<file path="config.mk">
export PLATFORM = sky130hd
export DESIGN_NAME = sd_data_ctrl
export DESIGN_NICKNAME = d
export VERILOG_FILES = /design/src/rtl/sdd_pkg.sv /design/src/rtl/sdd_fifo.sv /design/src/rtl/sdd_timer.sv /design/src/rtl/sdd_card_track.sv /design/src/rtl/sd_data_ctrl.sv
export SDC_FILE = /design/constraint.sdc
export NUM_CORES = 1
export LEC_CHECK = 0
export BUFFER_PORTS_ARGS = -buffer_cell sky130_fd_sc_hd__buf_4
export CAP_MARGIN = 20
export CORE_MARGIN = 3
export CORE_UTILIZATION = 25
export DETAILED_ROUTE_END_ITERATION = 12
export PLACE_DENSITY = 0.45
export SLEW_MARGIN = 20
export SYNTH_ARGS = -nofsm -noshare
export SYNTH_HDL_FRONTEND = slang
export SYNTH_HIERARCHICAL = 1
export SYNTH_SLANG_ARGS = --single-unit
</file>
<file path="constraint.sdc">
create_clock -name clk -period 6.1 [get_ports clk]
set_input_delay 0.61 -clock clk [delete_from_list [all_inputs] [get_ports clk]]
set_output_delay 0.61 -clock clk [all_outputs]
set_load 0.02 [all_outputs]
</file>
<file path="src/rtl/sdd_pkg.sv">
`timescale 1ns/1ps
package sdd_pkg;
  localparam int unsigned ADDR_W = 7;

  // Register byte offsets
  localparam logic [ADDR_W-1:0] A_CTRL = 7'd28;
  localparam logic [ADDR_W-1:0] A_TMR  = 7'd32;
  localparam logic [ADDR_W-1:0] A_LEN  = 7'd36;
  localparam logic [ADDR_W-1:0] A_STAT = 7'd40;
  localparam logic [ADDR_W-1:0] A_CLR  = 7'd44;
  localparam logic [ADDR_W-1:0] A_BUS  = 7'd60;
  localparam logic [ADDR_W-1:0] A_WIN  = 7'd64;
  localparam logic [ADDR_W-1:0] A_FEAT = 7'd68;

  // Status bit positions
  localparam int unsigned B_CRC_BAD = 1;
  localparam int unsigned B_TMO     = 3;
  localparam int unsigned B_CRC_OK  = 5;
  localparam int unsigned B_END     = 7;
  localparam int unsigned B_WRDY    = 8;
  localparam int unsigned B_RRDY    = 9;
  localparam int unsigned B_WIN_ERR = 13;

  typedef struct packed {
    logic       thr;
    logic       dma;
    logic       wr;
    logic [3:0] exp;
  } xfer_cfg_t;
endpackage

</file>
<file path="src/rtl/sdd_fifo.sv">
`timescale 1ns/1ps
module sdd_fifo #(
  parameter int unsigned DEPTH  = 8,
  parameter int unsigned DATA_W = 32,
  localparam int unsigned AW = $clog2(DEPTH),
  localparam int unsigned CW = AW + 1
) (
  input  logic              clk,
  input  logic              rst,
  input  logic              flush,
  input  logic              push,
  input  logic [DATA_W-1:0] din,
  input  logic              pop,
  output logic [DATA_W-1:0] dout,
  output logic [CW-1:0]     count,
  output logic              full,
  output logic              empty
);
  logic [DATA_W-1:0] mem [DEPTH];
  logic [AW-1:0]     wptr_q, rptr_q;
  logic [CW-1:0]     cnt_q;

  always_ff @(posedge clk) begin
    if (push) mem[wptr_q] <= din;
  end

  always_ff @(posedge clk) begin
    if (rst || flush) begin
      wptr_q <= '0;
      rptr_q <= '0;
      cnt_q  <= '0;
    end else begin
      if (push) wptr_q <= wptr_q + 1'b1;
      if (pop)  rptr_q <= rptr_q + 1'b1;
      case ({push, pop})
        2'b10:   cnt_q <= cnt_q + 1'b1;
        2'b01:   cnt_q <= cnt_q - 1'b1;
        default: cnt_q <= cnt_q;
      endcase
    end
  end

  assign dout  = mem[rptr_q];
  assign count = cnt_q;
  assign full  = (cnt_q == CW'(DEPTH));
  assign empty = (cnt_q == '0);

  // the caller's gating must never let a push land on a full FIFO
  a_r10_no_overflow: assert property (@(posedge clk) disable iff (rst)
    push |-> (!full || pop));
  // nor a pop on an empty one
  a_r10_no_underflow: assert property (@(posedge clk) disable iff (rst)
    pop |-> !empty);
endmodule

</file>
<file path="src/rtl/sdd_timer.sv">
`timescale 1ns/1ps
module sdd_timer #(
  parameter int unsigned TMR_W = 32
) (
  input  logic             clk,
  input  logic             rst,
  input  logic             load,
  input  logic [TMR_W-1:0] load_val,
  input  logic             run,
  input  logic             stb,
  input  logic             kick,
  output logic             fire
);
  logic [TMR_W-1:0] cnt_q, rel_q;

  assign fire = run && stb && !kick && (cnt_q <= TMR_W'(1));

  always_ff @(posedge clk) begin
    if (rst) begin
      cnt_q <= '0;
      rel_q <= '0;
    end else if (load) begin
      cnt_q <= load_val;
      rel_q <= load_val;
    end else if (kick) begin
      cnt_q <= rel_q;
    end else if (run && stb && cnt_q > TMR_W'(1)) begin
      cnt_q <= cnt_q - 1'b1;
    end
  end

  // card activity restores the full timeout window
  a_r7_kick_reload: assert property (@(posedge clk) disable iff (rst)
    (kick && !load) |=> (cnt_q == $past(rel_q)));
endmodule

</file>
<file path="src/rtl/sdd_card_track.sv">
`timescale 1ns/1ps
module sdd_card_track #(
  parameter int unsigned LEN_W = 24
) (
  input  logic             clk,
  input  logic             rst,
  input  logic             clear,
  input  logic             load,
  input  logic [LEN_W-1:0] len,
  input  logic             step,
  input  logic [3:0]       exp,
  output logic             has_bytes,
  output logic             blk_last
);
  logic [LEN_W-1:0] rem_q, off_q;
  logic [LEN_W-1:0] dec, mask, nxt_off;

  always_comb begin
    dec       = (rem_q >= LEN_W'(4)) ? LEN_W'(4) : rem_q;
    mask      = (LEN_W'(1) << exp) - LEN_W'(1);
    nxt_off   = off_q + LEN_W'(4);
    has_bytes = (rem_q != '0);
    blk_last  = ((nxt_off & mask) == '0) || (rem_q <= LEN_W'(4));
  end

  always_ff @(posedge clk) begin
    if (rst || clear) begin
      rem_q <= '0;
      off_q <= '0;
    end else if (load) begin
      rem_q <= len;
      off_q <= '0;
    end else if (step) begin
      rem_q <= rem_q - dec;
      off_q <= nxt_off;
    end
  end

  // a card word is only moved while the card side still owes bytes
  a_r12_step_has_bytes: assert property (@(posedge clk) disable iff (rst)
    (step && !load && !clear) |-> (rem_q != '0));
endmodule

</file>
<file path="src/rtl/sd_data_ctrl.sv">
`timescale 1ns/1ps
module sd_data_ctrl
  import sdd_pkg::*;
#(
  parameter int unsigned DEPTH   = 8,
  parameter int unsigned TMR_W   = 32,
  parameter int unsigned LEN_W   = 24,
  parameter int unsigned BUS_SUP = 1
) (
  input  logic              clk,
  input  logic              rst,
  input  logic              reg_wr,
  input  logic              reg_rd,
  input  logic [ADDR_W-1:0] reg_addr,
  input  logic [31:0]       reg_wdata,
  output logic [31:0]       reg_rdata,
  output logic              dma_req,
  input  logic              card_clk_stb,
  input  logic              card_push,
  input  logic [31:0]       card_push_data,
  output logic              card_can_push,
  input  logic              card_pull,
  output logic [31:0]       card_pull_data,
  output logic              card_can_pull,
  output logic              card_blk_last,
  input  logic              crc_valid,
  input  logic              crc_good,
  output logic [2:0]        bus_sel
);
  localparam int unsigned AW   = $clog2(DEPTH);
  localparam int unsigned CW   = AW + 1;
  localparam int unsigned HALF = DEPTH / 2;
  localparam logic [1:0]  SUP  = 2'(BUS_SUP);

  xfer_cfg_t        cfg_q;
  logic             active_q, flush_q;
  logic [LEN_W-1:0] len_q, host_rem_q, host_dec;
  logic [TMR_W-1:0] tmr_q;
  logic [2:0]       bus_q;
  logic             st_crc_bad, st_tmo, st_crc_ok, st_end, st_win_err;

  // register decode
  logic wr_ctrl, wr_clr, wr_bus, win_wr, win_rd, do_flush, do_start;
  always_comb begin
    wr_ctrl  = reg_wr && (reg_addr == A_CTRL);
    wr_clr   = reg_wr && (reg_addr == A_CLR);
    wr_bus   = reg_wr && (reg_addr == A_BUS);
    win_wr   = reg_wr && (reg_addr == A_WIN);
    win_rd   = reg_rd && (reg_addr == A_WIN);
    do_flush = wr_ctrl && reg_wdata[8];
    do_start = wr_ctrl && reg_wdata[6] && !reg_wdata[8];
  end

  // FIFO
  logic          f_push, f_pop, f_full, f_empty;
  logic [31:0]   f_din, f_dout;
  logic [CW-1:0] f_cnt, f_free;

  // card-side tracker
  logic card_has, card_push_acc, card_pull_acc, card_step;

  // host side
  logic host_push, host_pop, win_err, end_cond, tmo_fire;
  logic wr_rdy, rd_rdy;

  always_comb begin
    f_free        = CW'(DEPTH) - f_cnt;
    host_dec      = (host_rem_q >= LEN_W'(4)) ? LEN_W'(4) : host_rem_q;
    card_can_push = active_q && !cfg_q.wr && card_has && !f_full;
    card_can_pull = active_q && cfg_q.wr && !f_empty;
    card_push_acc = card_push && card_can_push;
    card_pull_acc = card_pull && card_can_pull;
    card_step     = card_push_acc || card_pull_acc;
    host_push     = win_wr && active_q && cfg_q.wr && (host_rem_q != '0) && !f_full;
    host_pop      = win_rd && active_q && !cfg_q.wr && !f_empty;
    win_err       = (win_wr && !host_push) || (win_rd && !host_pop);
    f_push        = host_push || card_push_acc;
    f_pop         = host_pop || card_pull_acc;
    f_din         = host_push ? reg_wdata : card_push_data;
    end_cond      = active_q && (host_rem_q == '0) && f_empty;
    wr_rdy = active_q && cfg_q.wr && (host_rem_q != '0) &&
             (cfg_q.thr ? (f_free >= CW'(HALF)) : !f_full);
    rd_rdy = active_q && !cfg_q.wr && !f_empty &&
             (!cfg_q.thr || (f_cnt >= CW'(HALF)) ||
              (LEN_W'({f_cnt, 2'b00}) >= host_rem_q));
    dma_req        = cfg_q.dma && (wr_rdy || rd_rdy);
    card_pull_data = f_dout;
    bus_sel        = bus_q;
  end

  sdd_fifo #(.DEPTH(DEPTH), .DATA_W(32)) u_fifo (
    .clk(clk), .rst(rst), .flush(do_flush),
    .push(f_push), .din(f_din), .pop(f_pop),
    .dout(f_dout), .count(f_cnt), .full(f_full), .empty(f_empty)
  );

  sdd_timer #(.TMR_W(TMR_W)) u_timer (
    .clk(clk), .rst(rst), .load(do_start), .load_val(tmr_q),
    .run(active_q && !end_cond), .stb(card_clk_stb), .kick(card_step),
    .fire(tmo_fire)
  );

  sdd_card_track #(.LEN_W(LEN_W)) u_track (
    .clk(clk), .rst(rst), .clear(do_flush), .load(do_start), .len(len_q),
    .step(card_step), .exp(cfg_q.exp),
    .has_bytes(card_has), .blk_last(card_blk_last)
  );

  // bus-width acceptance
  logic bus_ok;
  always_comb begin
    bus_ok = (reg_wdata[2:0] == 3'b001) ||
             ((reg_wdata[2:0] == 3'b010) && (SUP >= 2'd1)) ||
             ((reg_wdata[2:0] == 3'b100) && (SUP >= 2'd2));
  end

  logic tmo_set;
  assign tmo_set = tmo_fire && !wr_ctrl;

  always_ff @(posedge clk) begin
    if (rst) begin
      cfg_q      <= '0;
      active_q   <= 1'b0;
      flush_q    <= 1'b0;
      len_q      <= '0;
      host_rem_q <= '0;
      tmr_q      <= '0;
      bus_q      <= 3'b001;
      st_crc_bad <= 1'b0;
      st_tmo     <= 1'b0;
      st_crc_ok  <= 1'b0;
      st_end     <= 1'b0;
      st_win_err <= 1'b0;
    end else begin
      flush_q <= do_flush;
      if (wr_ctrl)
        cfg_q <= '{thr: reg_wdata[7], dma: reg_wdata[5], wr: reg_wdata[4], exp: reg_wdata[3:0]};
      if (reg_wr && reg_addr == A_TMR) tmr_q <= reg_wdata[TMR_W-1:0];
      if (reg_wr && reg_addr == A_LEN) len_q <= reg_wdata[LEN_W-1:0];
      if (wr_bus && bus_ok) bus_q <= reg_wdata[2:0];

      if (do_flush) begin
        active_q   <= 1'b0;
        host_rem_q <= '0;
      end else if (do_start) begin
        active_q   <= 1'b1;
        host_rem_q <= len_q;
      end else if (wr_ctrl) begin
        active_q <= 1'b0;
      end else if (active_q) begin
        if (host_push || host_pop) host_rem_q <= host_rem_q - host_dec;
        if (end_cond || tmo_set) active_q <= 1'b0;
      end

      st_crc_bad <= (st_crc_bad && !(wr_clr && reg_wdata[B_CRC_BAD])) || (crc_valid && !crc_good);
      st_crc_ok  <= (st_crc_ok  && !(wr_clr && reg_wdata[B_CRC_OK]))  || (crc_valid && crc_good);
      st_tmo     <= (st_tmo     && !(wr_clr && reg_wdata[B_TMO]))     || (tmo_set && !end_cond);
      st_end     <= (st_end     && !(wr_clr && reg_wdata[B_END]))     || (end_cond && !wr_ctrl);
      st_win_err <= (st_win_err && !(wr_clr && reg_wdata[B_WIN_ERR])) || win_err;
    end
  end

  // registered read port
  logic [31:0] stat;
  always_comb begin
    stat = '0;
    stat[B_CRC_BAD] = st_crc_bad;
    stat[B_TMO]     = st_tmo;
    stat[B_CRC_OK]  = st_crc_ok;
    stat[B_END]     = st_end;
    stat[B_WRDY]    = wr_rdy;
    stat[B_RRDY]    = rd_rdy;
    stat[B_WIN_ERR] = st_win_err;
  end

  always_ff @(posedge clk) begin
    if (rst) begin
      reg_rdata <= '0;
    end else if (reg_rd) begin
      case (reg_addr)
        A_CTRL:  reg_rdata <= {23'd0, flush_q, cfg_q.thr, active_q, cfg_q.dma, cfg_q.wr, cfg_q.exp};
        A_TMR:   reg_rdata <= 32'(tmr_q);
        A_LEN:   reg_rdata <= 32'(len_q);
        A_STAT:  reg_rdata <= stat;
        A_BUS:   reg_rdata <= {27'd0, SUP, bus_q};
        A_WIN:   reg_rdata <= host_pop ? f_dout : 32'd0;
        A_FEAT:  reg_rdata <= 32'(DEPTH);
        default: reg_rdata <= '0;
      endcase
    end
  end

  // the cycle after a FIFO reset the FIFO is empty and the card side is idle
  a_r3_flush_empties: assert property (@(posedge clk) disable iff (rst)
    flush_q |-> (f_empty && !card_can_push && !card_can_pull));
  // data end is only ever reached from an active phase
  a_r6_end_from_active: assert property (@(posedge clk) disable iff (rst)
    $rose(st_end) |-> $past(active_q));
  // a raised timeout leaves the phase stopped
  a_r7_tmo_stops: assert property (@(posedge clk) disable iff (rst)
    $rose(st_tmo) |-> !active_q);
  // a DMA request never asks for a transfer the FIFO cannot serve
  a_r9_dma_room: assert property (@(posedge clk) disable iff (rst)
    dma_req |-> (cfg_q.wr ? !f_full : !f_empty));
  // exactly one width is selected at all times
  a_r13_bus_onehot: assert property (@(posedge clk) disable iff (rst)
    $countones(bus_q) == 1);
endmodule

</file>
==> impl_metrics.tcl <==
set metrics [dict create \
    drt_first_pass_iters 6 \
    die_area_um2 94400 \
    power.density_nw_per_um2 265 \
    die_width_um 307 \
    synth-seq-area-share_pct 55.3 \
    ys.flop_type "edfxtp_1" \
    worst_r2r_startpoint "u_track/rem_q[12]" \
    min_path_type "input port to flip-flop" \
    cts_htree_levels 2 \
    period_minus_slack_ns 4.64 \
    drt_wl_total_um 76500 \
    reg2reg_depth 14 \
    max_slew_headroom_at_the_worst_pin_pct 10.5 \
    areaGrowthSynthToFinish_pct 17.7 \
    dp_hpwl_um 52400 \
    grt.overflow.total 0 \
    final.period_utilization_pct 76.0 \
    clk_latency_ns 0.62 \
    drt-wirelength-per-cell_um 22.9 \
    max_clock_freq_mhz 216 \
    timing.rr.end "u_timer/cnt_q[24]" \
    r2r_slack_ns 1.46 \
    placement.setup.worst_slack_ns 1.44 \
    setup_viol_count_final 0 \
    layout.cells.most_common_list "nand2_1 (344), edfxtp_1 (256), dfxtp_1 (240)" \
    path_class "flip-flop to flip-flop" \
    number_of_buffers_inserted_during_clock_tree_synthesis 54 \
    gp_congestion 0.838 \
    wire_length_of_the_first_global_routing_pass_um 112000 \
    worstHoldEndpoint "tmr_q[24]" \
    first_iter_violations 1700 \
    design.core.area_um2 89200 \
    grt_setup_unrepaired "no" \
    cp.required_ns 6.64 \
    hold-worst-slack_ns 0.265 \
    cap_viol_max_count 0 \
    start_kind "flip-flop" \
    final_hold_viol_count 0 \
    synth_cell_type_count 99 \
    layout-drive-gt1-share_pct 17.8 \
    grt_use_total_pct 15.8 \
    grt_max_degree 67 \
    design.portCount 151 \
    root_buffer "clkbuf_16" \
    clock-sinks 499 \
    io_buffer_count 150 \
    rows 109 \
    postSynthNetCount 2122 \
    die_y_um 307 \
    count_of_flip_flops_with_a_built_in_enable_after_synthesis 256 \
    cts_tree "done" \
    cp.arrival_ns 5.18 \
    layout_setup_ws_ns 1.46 \
    cts_resized 0 \
    finalNetCount 2222 \
    vias_in_the_first_global_route 16500 \
    postRouteAntennaNets 0 \
    min_delay_path_depth 3 \
    crit_fanout 14 \
    final_report_max_slew_violation_count 0 \
    power.ir.vdd_worst_mv 0.230 \
    routed_via_density 5.12 \
    cts_setup_buffers 0 \
    ys_warn_count 6 \
    hold_path_origin "reg_wdata[24]" \
    cts_hold_repair.buffers 0 \
    final_core_utilization_pct 30.0 \
    synth-async-reset-ratio_pct 0 \
    initial_utilization_pct 25.4 \
    worst-slew-pin-transition_ns 1.34 \
    yosys_register_bits 499 \
    post_synth.cell_area_avg_um2 11.2 \
    multi_input_comb_area_um2 9480 \
    grt_antenna_before_repair 1 \
    fillers 9250 \
    final.setup.tns_ns 0 \
    run_status "completed" \
    leakagePower_nw 8.97 \
    worst_setup_hold_path_clk_slew_ns 0.06 \
    netlist_area_um2 22700 \
    layout.area.seq_um2 12600 \
    critPathCaptureType "flip-flop" \
    clock_skew_ns 0.0267 \
    layout_commonest_cell "nand2_1" \
    synth_cells 2028 \
    cts_buffer_depth 3 \
    remaining_drc_errors 0 \
    vias 17100 \
]
how the worst max path moves through the flow:
stage | from | endpoint | cells after the start
6_report | u_track/rem_q[12] | u_timer/cnt_q[24] | 14
5_1_grt | u_track/rem_q[12] | u_timer/cnt_q[28] | 14
2_1_floorplan | reg_addr[3] | u_fifo/mem[0][0] | 8
3_3_place_gp | reg_addr[1] | u_timer/cnt_q[13] | 10
4_1_cts | u_track/rem_q[12] | u_timer/cnt_q[24] | 14
3_5_place_dp | reg_addr[1] | u_timer/cnt_q[16] | 10
metrics by stage:
step           power (mW)  std cells  cell area, um2
6_report             7.09       3336           26700
2_1_floorplan        3.70       2028           22700
5_1_grt              7.33       3335           26700
3_3_place_gp         3.81       3237           24900
4_1_cts              7.18       3335           26700
3_5_place_dp         3.82       3237           24900
worst max-delay path, stage by stage, from the launching register on:
cell and delay, ns:
dfxtp_1 0.35, or4_4 0.57, or4_4 0.49, nor2_4 0.20
nand2_2 0.10, or4_1 0.44, nor4bb_1 0.18, nand2_1 0.16
nand2_2 0.11, inv_1 0.41, nand2_1 0.33, nor2_1 0.84
and2_1 0.23, o31ai_1 0.07, o21ai_0 0.09
report_power, final:
part / total (mW) / switching, mW / internal [mW]
clock network: 3.35 / 1.42 / 1.93
registers: 3.54 / 0.00746 / 3.53
logic: 0.210 / 0.143 / 0.0672
per-layer routing:
metal	share of wire (%)	global-route usage, %
met1	49	23.9
met2	45	24.2
met3	5.1	1.85
met4	1.4	2.99
met5	0	0
Yosys cell counts, types with 13 or more instances:
| cell type | count | share of area (%) |
|---|---|---|
| ha_1 | 14 | 0.77 |
| o22ai_1 | 13 | 0.36 |
| xor2_1 | 26 | 1.0 |
| nand3_1 | 32 | 0.71 |
| inv_1 | 25 | 0.41 |
| a211oi_1 | 23 | 0.76 |
| clkbuf_1 | 99 | 1.6 |
| mux4_2 | 24 | 2.4 |
| a31oi_1 | 20 | 0.55 |
| buf_6 | 14 | 0.69 |
| a222oi_1 | 18 | 0.79 |
| edfxtp_1 | 256 | 34 |
| xnor2_1 | 23 | 0.89 |
| or3_1 | 25 | 0.69 |
| mux4_1 | 40 | 4.6 |
| nor4_1 | 16 | 0.44 |
| nand2_1 | 345 | 5.7 |
| dfxtp_1 | 243 | 21 |
| mux2_2 | 32 | 1.6 |
| a21oi_1 | 141 | 3.1 |
| nand2b_1 | 15 | 0.41 |
| nor2_1 | 150 | 2.5 |
| mux2i_1 | 45 | 2.0 |
| o211ai_1 | 19 | 0.63 |
| a22oi_1 | 20 | 0.66 |
| nor3_1 | 43 | 0.95 |
| o21ai_0 | 68 | 1.5 |
registers in the layout, indices dropped and copies added, names as in the netlist, 3 cells and up, named ones only:
register,cells
bus_sel,3
cfg_q,7
host_rem_q,24
len_q,24
reg_rdata,32
tmr_q,32
u_fifo/count,4
u_fifo/mem,256
u_fifo/rptr_q,3
u_fifo/wptr_q,3
u_timer/cnt_q,32
u_timer/rel_q,32
u_track/off_q,13
u_track/rem_q,24
area by class of cell:
| class | count | area share (%) |
|---|---|---|
| inverters | 27 | 0.389 |
| well taps | 1165 | 5.46 |
| flip-flops and latches | 499 | 47.0 |
| clock inverters | 26 | 1.24 |
| repair buffers | 178 | 5.02 |
| multi-input cells | 1368 | 35.5 |
| clock buffers | 72 | 5.42 |
| diodes | 1 | 0.00937 |
cells by family after synthesis:
group | Yosys count | share of synthesized area [%]
other | 2 | 0.0331
DFF | 499 | 55.3
AOI/OAI and AO/OA | 426 | 12.7
and+or+nand+nor | 734 | 15.3
muxes | 143 | 10.7
xor gates and xnor gates | 49 | 1.89
buffers and inverters | 161 | 3.29
adders and majority gates | 14 | 0.772
Note: power is estimated with default switching activity, not from simulation.
